==> config.mk <==
export PLATFORM = sky130hd
export DESIGN_NAME = rtc_alarm_match
export DESIGN_NICKNAME = d
export VERILOG_FILES = /design/src/rtl/rtc_alarm_pkg.sv /design/src/rtl/rtc_alarm_decode.sv /design/src/rtl/rtc_alarm_field.sv /design/src/rtl/rtc_alarm_match.sv
export SDC_FILE = /design/constraint.sdc
export NUM_CORES = 1
export LEC_CHECK = 0
export ABC_AREA = 1
export BUFFER_PORTS_ARGS = -buffer_cell sky130_fd_sc_hd__buf_4
export CAP_MARGIN = 0
export CORE_AREA = 4 4 108 89
export DETAILED_ROUTE_END_ITERATION = 8
export DIE_AREA = 0 0 112 93
export MAX_ROUTING_LAYER = met4
export PLACE_DENSITY = 0.66
export SYNTH_ARGS = -nofsm -noshare
export SYNTH_HDL_FRONTEND = slang
export SYNTH_HIERARCHICAL = 1
export SYNTH_SLANG_ARGS = --single-unit
==> constraint.sdc <==
create_clock -name clk -period 5.6 [get_ports clk]
set_input_delay 0.84 -clock clk [delete_from_list [all_inputs] [get_ports clk]]
set_output_delay 0.84 -clock clk [all_outputs]
set_load 0.05 [all_outputs]
==> src/rtl/rtc_alarm_pkg.sv <==
package rtc_alarm_pkg;
  localparam int BYTE_W   = 8;
  localparam int NIB_W    = BYTE_W / 2;
  localparam int FIELDS   = 3;
  localparam int HOUR_IDX = FIELDS - 1;

  localparam logic [BYTE_W-1:0] PM_FLAG    = {1'b1, {(BYTE_W-1){1'b0}}};
  localparam logic [BYTE_W-1:0] HALF_DAY   = BYTE_W'(12);
  localparam logic [BYTE_W-1:0] DIGIT_BASE = BYTE_W'(10);
  localparam logic [NIB_W-1:0]  DIGIT_MAX  = NIB_W'(9);

  function automatic logic is_dont_care(input logic [BYTE_W-1:0] b);
    return b[BYTE_W-1] & b[BYTE_W-2];
  endfunction

  function automatic logic bcd_ok(input logic [BYTE_W-1:0] b);
    return (b[BYTE_W-1:NIB_W] <= DIGIT_MAX) && (b[NIB_W-1:0] <= DIGIT_MAX);
  endfunction

  function automatic logic [BYTE_W-1:0] bcd_value(input logic [BYTE_W-1:0] b);
    return BYTE_W'(b[BYTE_W-1:NIB_W]) * DIGIT_BASE + BYTE_W'(b[NIB_W-1:0]);
  endfunction
endpackage

==> src/rtl/rtc_alarm_decode.sv <==
module rtc_alarm_decode
  import rtc_alarm_pkg::*;
#(
  parameter bit HOUR_FIELD = 1'b0
) (
  input  logic [BYTE_W-1:0] raw_i,
  input  logic              bin_mode_i,
  input  logic              hr24_i,
  output logic [BYTE_W-1:0] val_o,
  output logic              ok_o
);
  logic              pm;
  logic              twelve;
  logic [BYTE_W-1:0] body;
  logic [BYTE_W-1:0] num;

  always_comb begin
    twelve = HOUR_FIELD && !hr24_i;
    pm     = twelve & raw_i[BYTE_W-1];
    body   = twelve ? (raw_i & ~PM_FLAG) : raw_i;
    if (bin_mode_i) begin
      num  = body;
      ok_o = 1'b1;
    end else begin
      num  = bcd_value(body);
      ok_o = bcd_ok(body);
    end
    if (twelve) begin
      val_o = (num % HALF_DAY) + (pm ? HALF_DAY : '0);
    end else begin
      val_o = num;
    end
  end
endmodule

==> src/rtl/rtc_alarm_field.sv <==
module rtc_alarm_field
  import rtc_alarm_pkg::*;
#(
  parameter bit HOUR_FIELD = 1'b0
) (
  input  logic [BYTE_W-1:0] cur_i,
  input  logic [BYTE_W-1:0] alm_i,
  input  logic              bin_mode_i,
  input  logic              hr24_i,
  output logic              hit_o
);
  logic [BYTE_W-1:0] cur_v, alm_v;
  logic              cur_ok, alm_ok;

  rtc_alarm_decode #(.HOUR_FIELD(HOUR_FIELD)) u_cur (
    .raw_i(cur_i), .bin_mode_i(bin_mode_i), .hr24_i(hr24_i),
    .val_o(cur_v), .ok_o(cur_ok)
  );

  rtc_alarm_decode #(.HOUR_FIELD(HOUR_FIELD)) u_alm (
    .raw_i(alm_i), .bin_mode_i(bin_mode_i), .hr24_i(hr24_i),
    .val_o(alm_v), .ok_o(alm_ok)
  );

  always_comb begin
    hit_o = is_dont_care(alm_i) | (cur_ok & alm_ok & (cur_v == alm_v));
  end
endmodule

==> src/rtl/rtc_alarm_match.sv <==
module rtc_alarm_match
  import rtc_alarm_pkg::*;
(
  input  logic              clk,
  input  logic              rst,
  input  logic              tick_i,
  input  logic              freeze_i,
  input  logic              div_hold_i,
  input  logic              bin_mode_i,
  input  logic              hr24_i,
  input  logic [BYTE_W-1:0] cur_sec_i,
  input  logic [BYTE_W-1:0] cur_min_i,
  input  logic [BYTE_W-1:0] cur_hour_i,
  input  logic [BYTE_W-1:0] alm_sec_i,
  input  logic [BYTE_W-1:0] alm_min_i,
  input  logic [BYTE_W-1:0] alm_hour_i,
  output logic              alarm_o
);
  logic [BYTE_W-1:0] cur_b [FIELDS];
  logic [BYTE_W-1:0] alm_b [FIELDS];
  logic [FIELDS-1:0] hits;
  logic              running;

  // field order: seconds, minutes, hours (hours last so it gets PM handling)
  always_comb begin
    cur_b[0] = cur_sec_i;
    cur_b[1] = cur_min_i;
    cur_b[2] = cur_hour_i;
    alm_b[0] = alm_sec_i;
    alm_b[1] = alm_min_i;
    alm_b[2] = alm_hour_i;
  end

  for (genvar i = 0; i < FIELDS; i++) begin : g_field
    rtc_alarm_field #(.HOUR_FIELD(i == HOUR_IDX)) u_field (
      .cur_i(cur_b[i]), .alm_i(alm_b[i]),
      .bin_mode_i(bin_mode_i), .hr24_i(hr24_i),
      .hit_o(hits[i])
    );
  end

  assign running = ~freeze_i & ~div_hold_i;

  always_ff @(posedge clk) begin
    if (rst) begin
      alarm_o <= 1'b0;
    end else begin
      alarm_o <= tick_i & running & (&hits);
    end
  end
endmodule

Word level (Yosys, flattened, before mapping)
Cells that the tools add are included.
W data, S select, Z words.
{"block": "word_totals", "in_bits": 55, "output_inout_bits": 1, "reg_bits": 1, "elab_cells": 77}
{"block": "classes", "n_mul": 6, "div": 2, "addsub": 8, "n_bitwise": 19, "order_cmp": 12, "n_reduce_logical": 8, "n_eq_ne": 3, "muxes": 18}
{"op": "$mux W8", "count": 10}
{"op": "$add A8 B4 Y8", "count": 8}
{"op": "$le A4 B4 Y1 const B", "count": 12}
{"op": "$mul A4 B3 Y7 const B", "count": 6}
{"op": "$eq A8 B8 Y1", "count": 3}
{"op": "$mod A8 B4 Y8 const B", "count": 2}
{"op": "$and A1 B1 Y1", "count": 14}
{"op": "$mux W4", "count": 2}
{"op": "$logic_and A1 B1 Y1", "count": 6}
{"op": "$mux W1", "count": 6}
{"op": "$or A1 B1 Y1", "count": 3}
{"op": "$reduce_and A3 Y1", "count": 1}
{"op": "$not A1 Y1", "count": 2}
{"op": "$logic_not A1 Y1", "count": 1}

Depth between registers and ports, before layout
Gate-level depths: netlist of the first run.
{"block": "depth", "ltp_word": 12, "mapped_depth": 38, "depth_no_buf": 38}

Cells and area by module
Netlist of the first run, hierarchy kept.
{"module": "rtc_alarm_decode (g_field[2].u_field.u_alm ...)", "cells_per_inst": 122, "area_per_inst_um2": 711.9, "seq_area_each_um2": 0.0, "n_inst": 2}
{"module": "rtc_alarm_decode (g_field[0].u_field.u_alm ...)", "cells_per_inst": 70, "area_per_inst_um2": 405.4, "seq_area_each_um2": 0.0, "n_inst": 3}
{"module": "rtc_alarm_field", "cells_per_inst": 38, "area_per_inst_um2": 161.4, "seq_area_each_um2": 0.0, "n_inst": 3}
{"module": "rtc_alarm_decode (g_field[1].u_field.u_cur)", "cells_per_inst": 71, "area_per_inst_um2": 412.9, "seq_area_each_um2": 0.0, "n_inst": 1}
{"module": "rtc_alarm_match", "cells_per_inst": 8, "area_per_inst_um2": 50.0, "seq_area_each_um2": 20.0, "n_inst": 1}

Worst setup path before layout of the first run
No wires, ideal clock.
{"block": "synth_path", "path_kind": "input port to flip-flop", "from": "input hr24_i", "to": "register alarm_o", "n_path_buf": 0, "required_time_ns": 5.538, "stages": 38, "arrival_ns": 4.549, "setup_time_ns": 0.062, "slack_ns": 0.989, "path_cell_list": "nand2_2 clkinv_1 ha_1 ha_1 fa_1 nand2_1 nor2_1 nand2_1 nand2_1 nand2_1 nand2_1 nand2_1 nand2_2 nand3_1 nand2_2 nand2_2 nand3_1 nand2_1 (+2 left out) nand2_1 nand2_1 nand2_1 nor2_2 ha_1 fa_1 nand2_1 o21ai_0 inv_1 nand2_1 nand2_1 nor2_1 nand2_1 nor2_2 nand2_1 nand2_1 nand3_1 nor2_2"}
{"block": "synth_via", "elab_chain_len": 12, "word_cells_on_any_way": 31, "classes_between": "4 x add/sub; 2 x mul; 2 x div; 2 x order compare; 1 x eq/ne; 10 x mux; 6 x bitwise; 4 x reduce/logical"}
{"element": "start: declaration", "line_no": "rtc_alarm_match.sv:10", "text": "input logic hr24_i,"}
{"element": "$mux W8", "line_no": "rtc_alarm_decode.sv:20", "text": "body = twelve ? (raw_i & ~PM_FLAG) : raw_i;"}
{"element": "$mul A4 B3 Y7", "line_no": "rtc_alarm_pkg.sv:21", "text": "return BYTE_W'(b[BYTE_W-1:NIB_W]) * DIGIT_BASE + BYTE_W'(b[NIB_W-1:0]);"}
{"element": "$add A8 B4 Y8", "line_no": "rtc_alarm_pkg.sv:21"}
{"element": "$mux W8", "line_no": "rtc_alarm_decode.sv:21", "text": "if (bin_mode_i) begin"}
{"element": "$mod A8 B4 Y8", "line_no": "rtc_alarm_decode.sv:29", "text": "val_o = (num % HALF_DAY) + (pm ? HALF_DAY : '0);"}
{"element": "$add A8 B4 Y8", "line_no": "rtc_alarm_decode.sv:29"}
{"element": "$mux W8 (*)", "line_no": "rtc_alarm_decode.sv:28", "text": "if (twelve) begin"}
{"element": "via g_field[2].u_field.cur_v[3]", "line_no": "rtc_alarm_field.sv:12", "text": "logic [BYTE_W-1:0] cur_v, alm_v;"}
{"element": "$eq A8 B8 Y1 (*)", "line_no": "rtc_alarm_field.sv:26", "text": "hit_o = is_dont_care(alm_i) | (cur_ok & alm_ok & (cur_v == alm_v));"}
{"element": "$and A1 B1 Y1 (*)", "line_no": "rtc_alarm_field.sv:26"}
{"element": "$or A1 B1 Y1 (*)", "line_no": "rtc_alarm_field.sv:26"}
{"element": "via hits[2]", "line_no": "rtc_alarm_match.sv:21", "text": "logic [FIELDS-1:0] hits;"}
{"element": "$reduce_and A3 Y1 (*)", "line_no": "rtc_alarm_match.sv:48", "text": "alarm_o <= tick_i & running & (&hits);"}
{"element": "$and A1 B1 Y1 (*)", "line_no": "rtc_alarm_match.sv:48"}
{"element": "end signal: assignment", "line_no": "rtc_alarm_match.sv:48"}
{"element": "end: declaration", "line_no": "rtc_alarm_match.sv:17", "text": "output logic alarm_o"}
The timed path passes the listed nets; every way through them passes the cells marked *.
A chain may end at the register's enable or synchronous reset.

Worst setup path in the final report of the first run
Ends and elaborated chain as after synthesis.

==> flow_summary.ini, run 1 <==
[run_status]
status = complete, no violations

[yosys]
post-synth-top-area-cell = nand2_1
netlist_area_sq_um = 3590
synth.top_cells.by_area = nand2_1 26%, ha_1 15%, inv_1 11%
synthCells = 647
syn_avg_cell_area_sq_um = 5.54
synth-seq-cells = 1
synth.distinct_cells = 25
synth_nets = 760
ys_seq_area_share_pct = 0.558
synth_top_area_share_pct = 25.5
synth-warning-count = 6

[sta]
final-setup-viol-count = 0
timing.fmax_ghz = 0.193
min_period_ps = 5180
period_share_pct = 92.5
layout_setup_ws_ps = 419
rsz0062_at_grt = false
hold_viol = 0
holdWs_ps = 1090
worst_pin_slew_ps = 517
max_slew_margin_pct = 65.6
tns_ps = 0
slew_violations = 0

[critical_path]
worstPathRequired_ps = 5540
cp-start-kind = input port
crit_family = simple AND/OR/NAND/NOR gates
cp_num_buf_inv = 3
path_class = input port to flop
cpPeakStageDelay_ps = 610
crit_arrival_ps = 5120
critPathSlowestCell = fa_2
path_max_fanout = 8
end_kind = flop
crit_top_cell = nand2_1

[pwr]
peakVddDrop_v = 0.0000427
p_sw_uw = 282
powerDensity_nw_per_um2 = 119
p_sw_share_pct = 58.8
internal_power_uw = 198
p_leak_uw = 0.00240
p_comb_share_pct = 98.5
seqPwrFrac_pct = 1.5
clock_power_share_pct = 0

[grt]
grt_pass1_vias = 3516
grt_start_max_net_pins = 51
grt_usage_pct = 16.6
grt.overflow.total = 0
grt_pass1_wl_mm = 15.1
antenna_found_initial = 0

[drt]
drc = 0
drt_wl_total_mm = 8.42
ant_nets = 0
avgRoutedWirePerCell_microns = 10.5
via_per_inst = 4.75
dr.pass1.iters = 4
first_iter_violations = 154
via_count = 3818

[place]
post-place-ws_ps = 386
placedInstanceArea_sq_um = 4010
dp_hpwl_mm = 7.29
dp.cells = 802
portBuffers = 55
gp_congestion = 0.874

[clock_tree]
cts.clk_slew.worst_paths_ps = 0

[hold_path]
hold_class = input port to flop

[layout]
largestRegisters = alarm_o: 1 flops
drive_above_1_share_pct = 16.4
multi_input_area_sq_um = 3030
num-nets-final = 806
final_area_sq_um = 4030
finalNonFillerCells = 803
top_register = alarm_o
largest_reg_flops = 1
num_antenna_cells = 0
seqCellArea_sq_um = 20.0
fill_cells = 914
area_growth_pct = 12.3

[run]
maxCapViolations = 0

[die]
start_util_pct = 42.5
num_rows = 30
core_area_sq_um = 8450
ioPinCount = 56
die-height_microns = 93
dieArea_sq_um = 10400
dieWidth_microns = 112
## power by group through the flow
stage          logic (uW)  registers (uW)  clock network [uW]
2_1_floorplan         364            7.31                   0
3_5_place_dp          471            7.28                   0
4_1_cts               473            7.28                   0
6_report              473            7.28                   0
3_3_place_gp          455            7.28                   0
5_1_grt               550            7.28                   0
## final timing paths
kind | startpoint | end | slack, ps | cells after the start
worst min-delay path | freeze_i | alarm_o | 1090 | 4
worst max-delay path | hr24_i | alarm_o | 420 | 37
## per-layer routing
| metal | global-route usage, % | share of wire [%] |
|---|---|---|
| met4 | 0.701 | 0.17 |
| met5 | - | 0 |
| met3 | 0.453 | 3.6 |
| met2 | 28.6 | 46 |
| met1 | 23.2 | 50 |
## layout by cell type, fill, tap and decap left out, types with 7 or more instances in the layout
cell,n
nand4_1,13
nand3_1,50
nand2_2,27
nor2_1,48
buf_4,56
o21ai_0,32
xnor2_1,12
nand2_1,244
inv_1,102
ha_1,43
inv_2,7
fa_1,12
## what timing repair did
item / in CTS / in global routing
endpoints found under the setup margin: 0 / 1
setup buffers: 0 / 1
hold endpoints to repair: 0 / 0
hold buffers: 0 / 0
gates resized for setup: 0 / 3
## synth_stat cells (all sizes together)
| cell type | number |
|---|---|
| o21bai | 6 |
| dfxtp | 1 |
| xor2 | 6 |
| nor2 | 54 |
| clkinv | 2 |
| o21ai | 39 |
| ha | 44 |
| nand3b | 3 |
| buf | 6 |
| xnor2 | 12 |
| a21oi | 3 |
| nand3 | 56 |
| nand4 | 15 |
| nand2 | 271 |
| fa | 14 |
| inv | 109 |
| clkbuf | 6 |
## cell type report
cell class                      count  share of cell area [%]
Multi-Input combinational cell    523                    75.2
Timing Repair Buffer               56                    10.4
Sequential cell                     1                   0.497
Inverter                          111                    10.3
Tap cell                          112                    3.48
## worst min-delay path: cells and delay by family
kind / cells / cell delay [ps]
simple gates: 3 / 130
buf+inv: 1 / 80
## kinds of logic after synthesis
logic type      count (synthesis)  share of synthesized area (%)
fa+ha+maj                      58                           23.2
xor+xnor                       18                           4.39
buf+inv                       123                           15.2
simple gates                  399                           48.6
compound gates                 48                           8.16
flops                           1                          0.558
## per-stage QoR
stage / power (uW) / util [%]
floorplan: 371 / -
global placement: 463 / 47.5
detailed placement: 478 / 47.5
CTS: 480 / 47.5
global route: 557 / 47.7
finish: 480 / 47.7
Power figures use the tool's default switching activity.
==> run 2, diff against run 1 <==
--- a/config.mk
+++ b/config.mk
@@ -5,15 +5,13 @@
 export SDC_FILE = /design/constraint.sdc
 export NUM_CORES = 1
 export LEC_CHECK = 0
-export ABC_AREA = 1
 export BUFFER_PORTS_ARGS = -buffer_cell sky130_fd_sc_hd__buf_4
 export CAP_MARGIN = 0
-export CORE_AREA = 4 4 108 89
+export CORE_AREA = 4 4 100 83
 export DETAILED_ROUTE_END_ITERATION = 8
-export DIE_AREA = 0 0 112 93
+export DIE_AREA = 0 0 104 87
 export MAX_ROUTING_LAYER = met4
-export PLACE_DENSITY = 0.66
+export PLACE_DENSITY = 0.67
 export SYNTH_ARGS = -nofsm -noshare
 export SYNTH_HDL_FRONTEND = slang
-export SYNTH_HIERARCHICAL = 1
 export SYNTH_SLANG_ARGS = --single-unit
==> constraint.sdc (replaced) <==
create_clock -name clk -period 5.1 [get_ports clk]
set_input_delay 0.765 -clock clk [delete_from_list [all_inputs] [get_ports clk]]
set_output_delay 0.765 -clock clk [all_outputs]
set_load 0.05 [all_outputs]
==> run 2 against run 1 <==
  * Sequential share of layout area is essentially flat
  * Cell area shrank 4.6%
  * Cell count shrank 33%
  * Via count shrank 23%
  * Power grew 18%
  * Synthesized cell count shrank 40%
  * Sequential cell count is the same
  * Sequential power grew 9.9%
  * Largest cell class unchanged
  * Highest routed layer unchanged
==> flow_summary.ini, run 2 <==
[run_status]
status = complete, no violations

[yosys]
synth_ff_type = dfxtp_1
ys_seq_area_share_pct = 0.650
synth-edff-count = 0
synth-warning-count = 0
async_flop_share_pct = 0
netlist_area_sq_um = 3080
synthCells = 385
synth_top_area_share_pct = 17.1
synth_nets = 496
synth.distinct_cells = 55
post-synth-top-area-cell = ha_1
post-synth-top-count-cell = xnor2_1
synth.top_cells.by_area = ha_1 17%, xnor2_1 14%, fa_1 9.1%
synth-seq-cells = 1
syn_avg_cell_area_sq_um = 8.00
yosys-top-cells-count = 48 x xnor2_1, 42 x ha_1, 24 x nand2_1, 24 x xor2_1, 23 x inv_1

[place]
gp_congestion = 0.894
dp_hpwl_mm = 6.59
placedInstanceArea_sq_um = 3630
portBuffers = 55

[critical_path]
cp_cell_sequence = buf_8 > nand2_4 > xnor2_2 > ha_2 > inv_2 > fa_1 > nand2b_4 > o21ba_4 > o21ai_4 > nand3_2 > o22ai_2 > mux2i_1 > mux2_4 > o211ai_1 > ha_2 > fa_1 > xor2_1 > nor2_1 > o211ai_1 > nor4_1 > nand3_1 > a221oi_2
path_class = input port to flop
crit_family = adder cells
cpPeakStageDelay_ps = 470
end_kind = flop
critPathSlowestCell = fa_1
path_max_fanout = 5
crit_arrival_ps = 4840
cp_num_buf_inv = 2
worstPathRequired_ps = 5010
cp-start-kind = input port

[drt]
drc = 0
first_iter_violations = 72
ant_nets = 0
avgRoutedWirePerCell_microns = 14.3
via_per_inst = 5.48
via_count = 2945
drt_wl_total_mm = 7.68
dr.pass1.iters = 4

[grt]
grt.overflow.total = 0
grt_usage_pct = 16.9
grt_start_max_net_pins = 35
antenna_found_initial = 1
grt_pass1_vias = 2890
grt_pass1_wl_mm = 13.0

[pwr]
power_uw = 567
peakVddDrop_v = 0.0000670
powerDensity_nw_per_um2 = 148
p_leak_uw = 0.00173

[sta]
timing.fmax_ghz = 0.203
worst_pin_slew_ps = 653
max_slew_margin_pct = 55.6
slew_violations = 0
period_share_pct = 96.7
tns_ps = 0
min_period_ps = 4930
final-setup-viol-count = 0
hold_viol = 0
rsz0062_at_grt = true

[layout]
final_cell_mix = 65 x buf_4, 47 x xnor2_1, 40 x ha_1
final_common_cell = buf_4
drive_above_1_share_pct = 26.0
largest_reg_flops = 1
area_growth_pct = 24.6
final_area_sq_um = 3840
top_register = alarm_o
num-nets-final = 559
utilization_pct = 52.7
largestRegisters = alarm_o: 1 flops

[run]
maxCapViolations = 0

[die]
dieArea_sq_um = 9050
core_area_sq_um = 7290
start_util_pct = 42.3
dieWidth_microns = 104
die-height_microns = 87
ioPinCount = 56
num_rows = 28

[clock_tree]
holdBufCountCts = 0
cts.clk_slew.worst_paths_ps = 0

[hold_path]
hold_class = input port to flop
==> run 2: metrics by stage <==
| step | hold slack [ps] | setup slack [ps] | std cells |
|---|---|---|---|
| 3_3_place_gp | 1110 | 66.6 | 533 |
| 6_report | 1100 | 168 | 537 |
| 5_1_grt | 1120 | -126 | 537 |
| 3_5_place_dp | 1100 | -96.7 | 533 |
| 2_1_floorplan | 927 | 339 | 385 |
| 4_1_cts | 1100 | 5.10 | 534 |
==> run 2: what timing repair did <==
action                     in CTS  in global routing
gates resized for setup         6                 35
hold endpoints to repair        0                  0
buffers inserted                1                  2
setup endpoints to repair       1                  1
gates cloned                    0                  0
pin swaps                       2                 20
==> run 2: path summary, 6_finish.rpt <==
check	end	slack (ps)	depth (start not counted)	start
setup / recovery	alarm_o	170	22	hr24_i
hold / removal	alarm_o	1100	3	alm_min_i[6]
==> run 2: where the power goes <==
group	internal [uW]	leakage [uW]	switching, uW	total, uW
combinational	272	0.00173	287	559
clock	0.000524	0.00000000634	0	0.000524
sequential	7.99	0.00000805	0.00572	8.00
total	280	0.00173	287	567
==> run 2: cells by family after synthesis <==
kind of cell | Yosys count | synth area share, %
muxes | 29 | 10.3
xor gates and xnor gates | 72 | 20.5
and+or+nand+nor | 106 | 17.7
DFF | 1 | 0.650
buffers and inverters | 33 | 4.91
adders and majority gates | 56 | 26.1
AOI/OAI and AO/OA | 88 | 19.9
==> run 2: layout make-up <==
type | instances | area, sq um
Timing Repair Buffer | 69 | 541
Multi-Input combinational cell | 351 | 3070
Inverter | 25 | 93.8
Fill cell | 682 | 3450
Sequential cell | 1 | 20.0
Antenna cell | 1 | 2.50
Tap cell | 90 | 113
==> run 2: layer usage <==
metal  vias up  routed length (microns)  track usage, %  part of all wire [%]
met1      1363                     3640            22.5                    47
met3        10                      235           0.815                   3.1
li1       1514                        -               -                     -
met5         -                        0               -                     0
met2        58                     3720            29.4                    48
met4         0                       84            2.17                   1.1
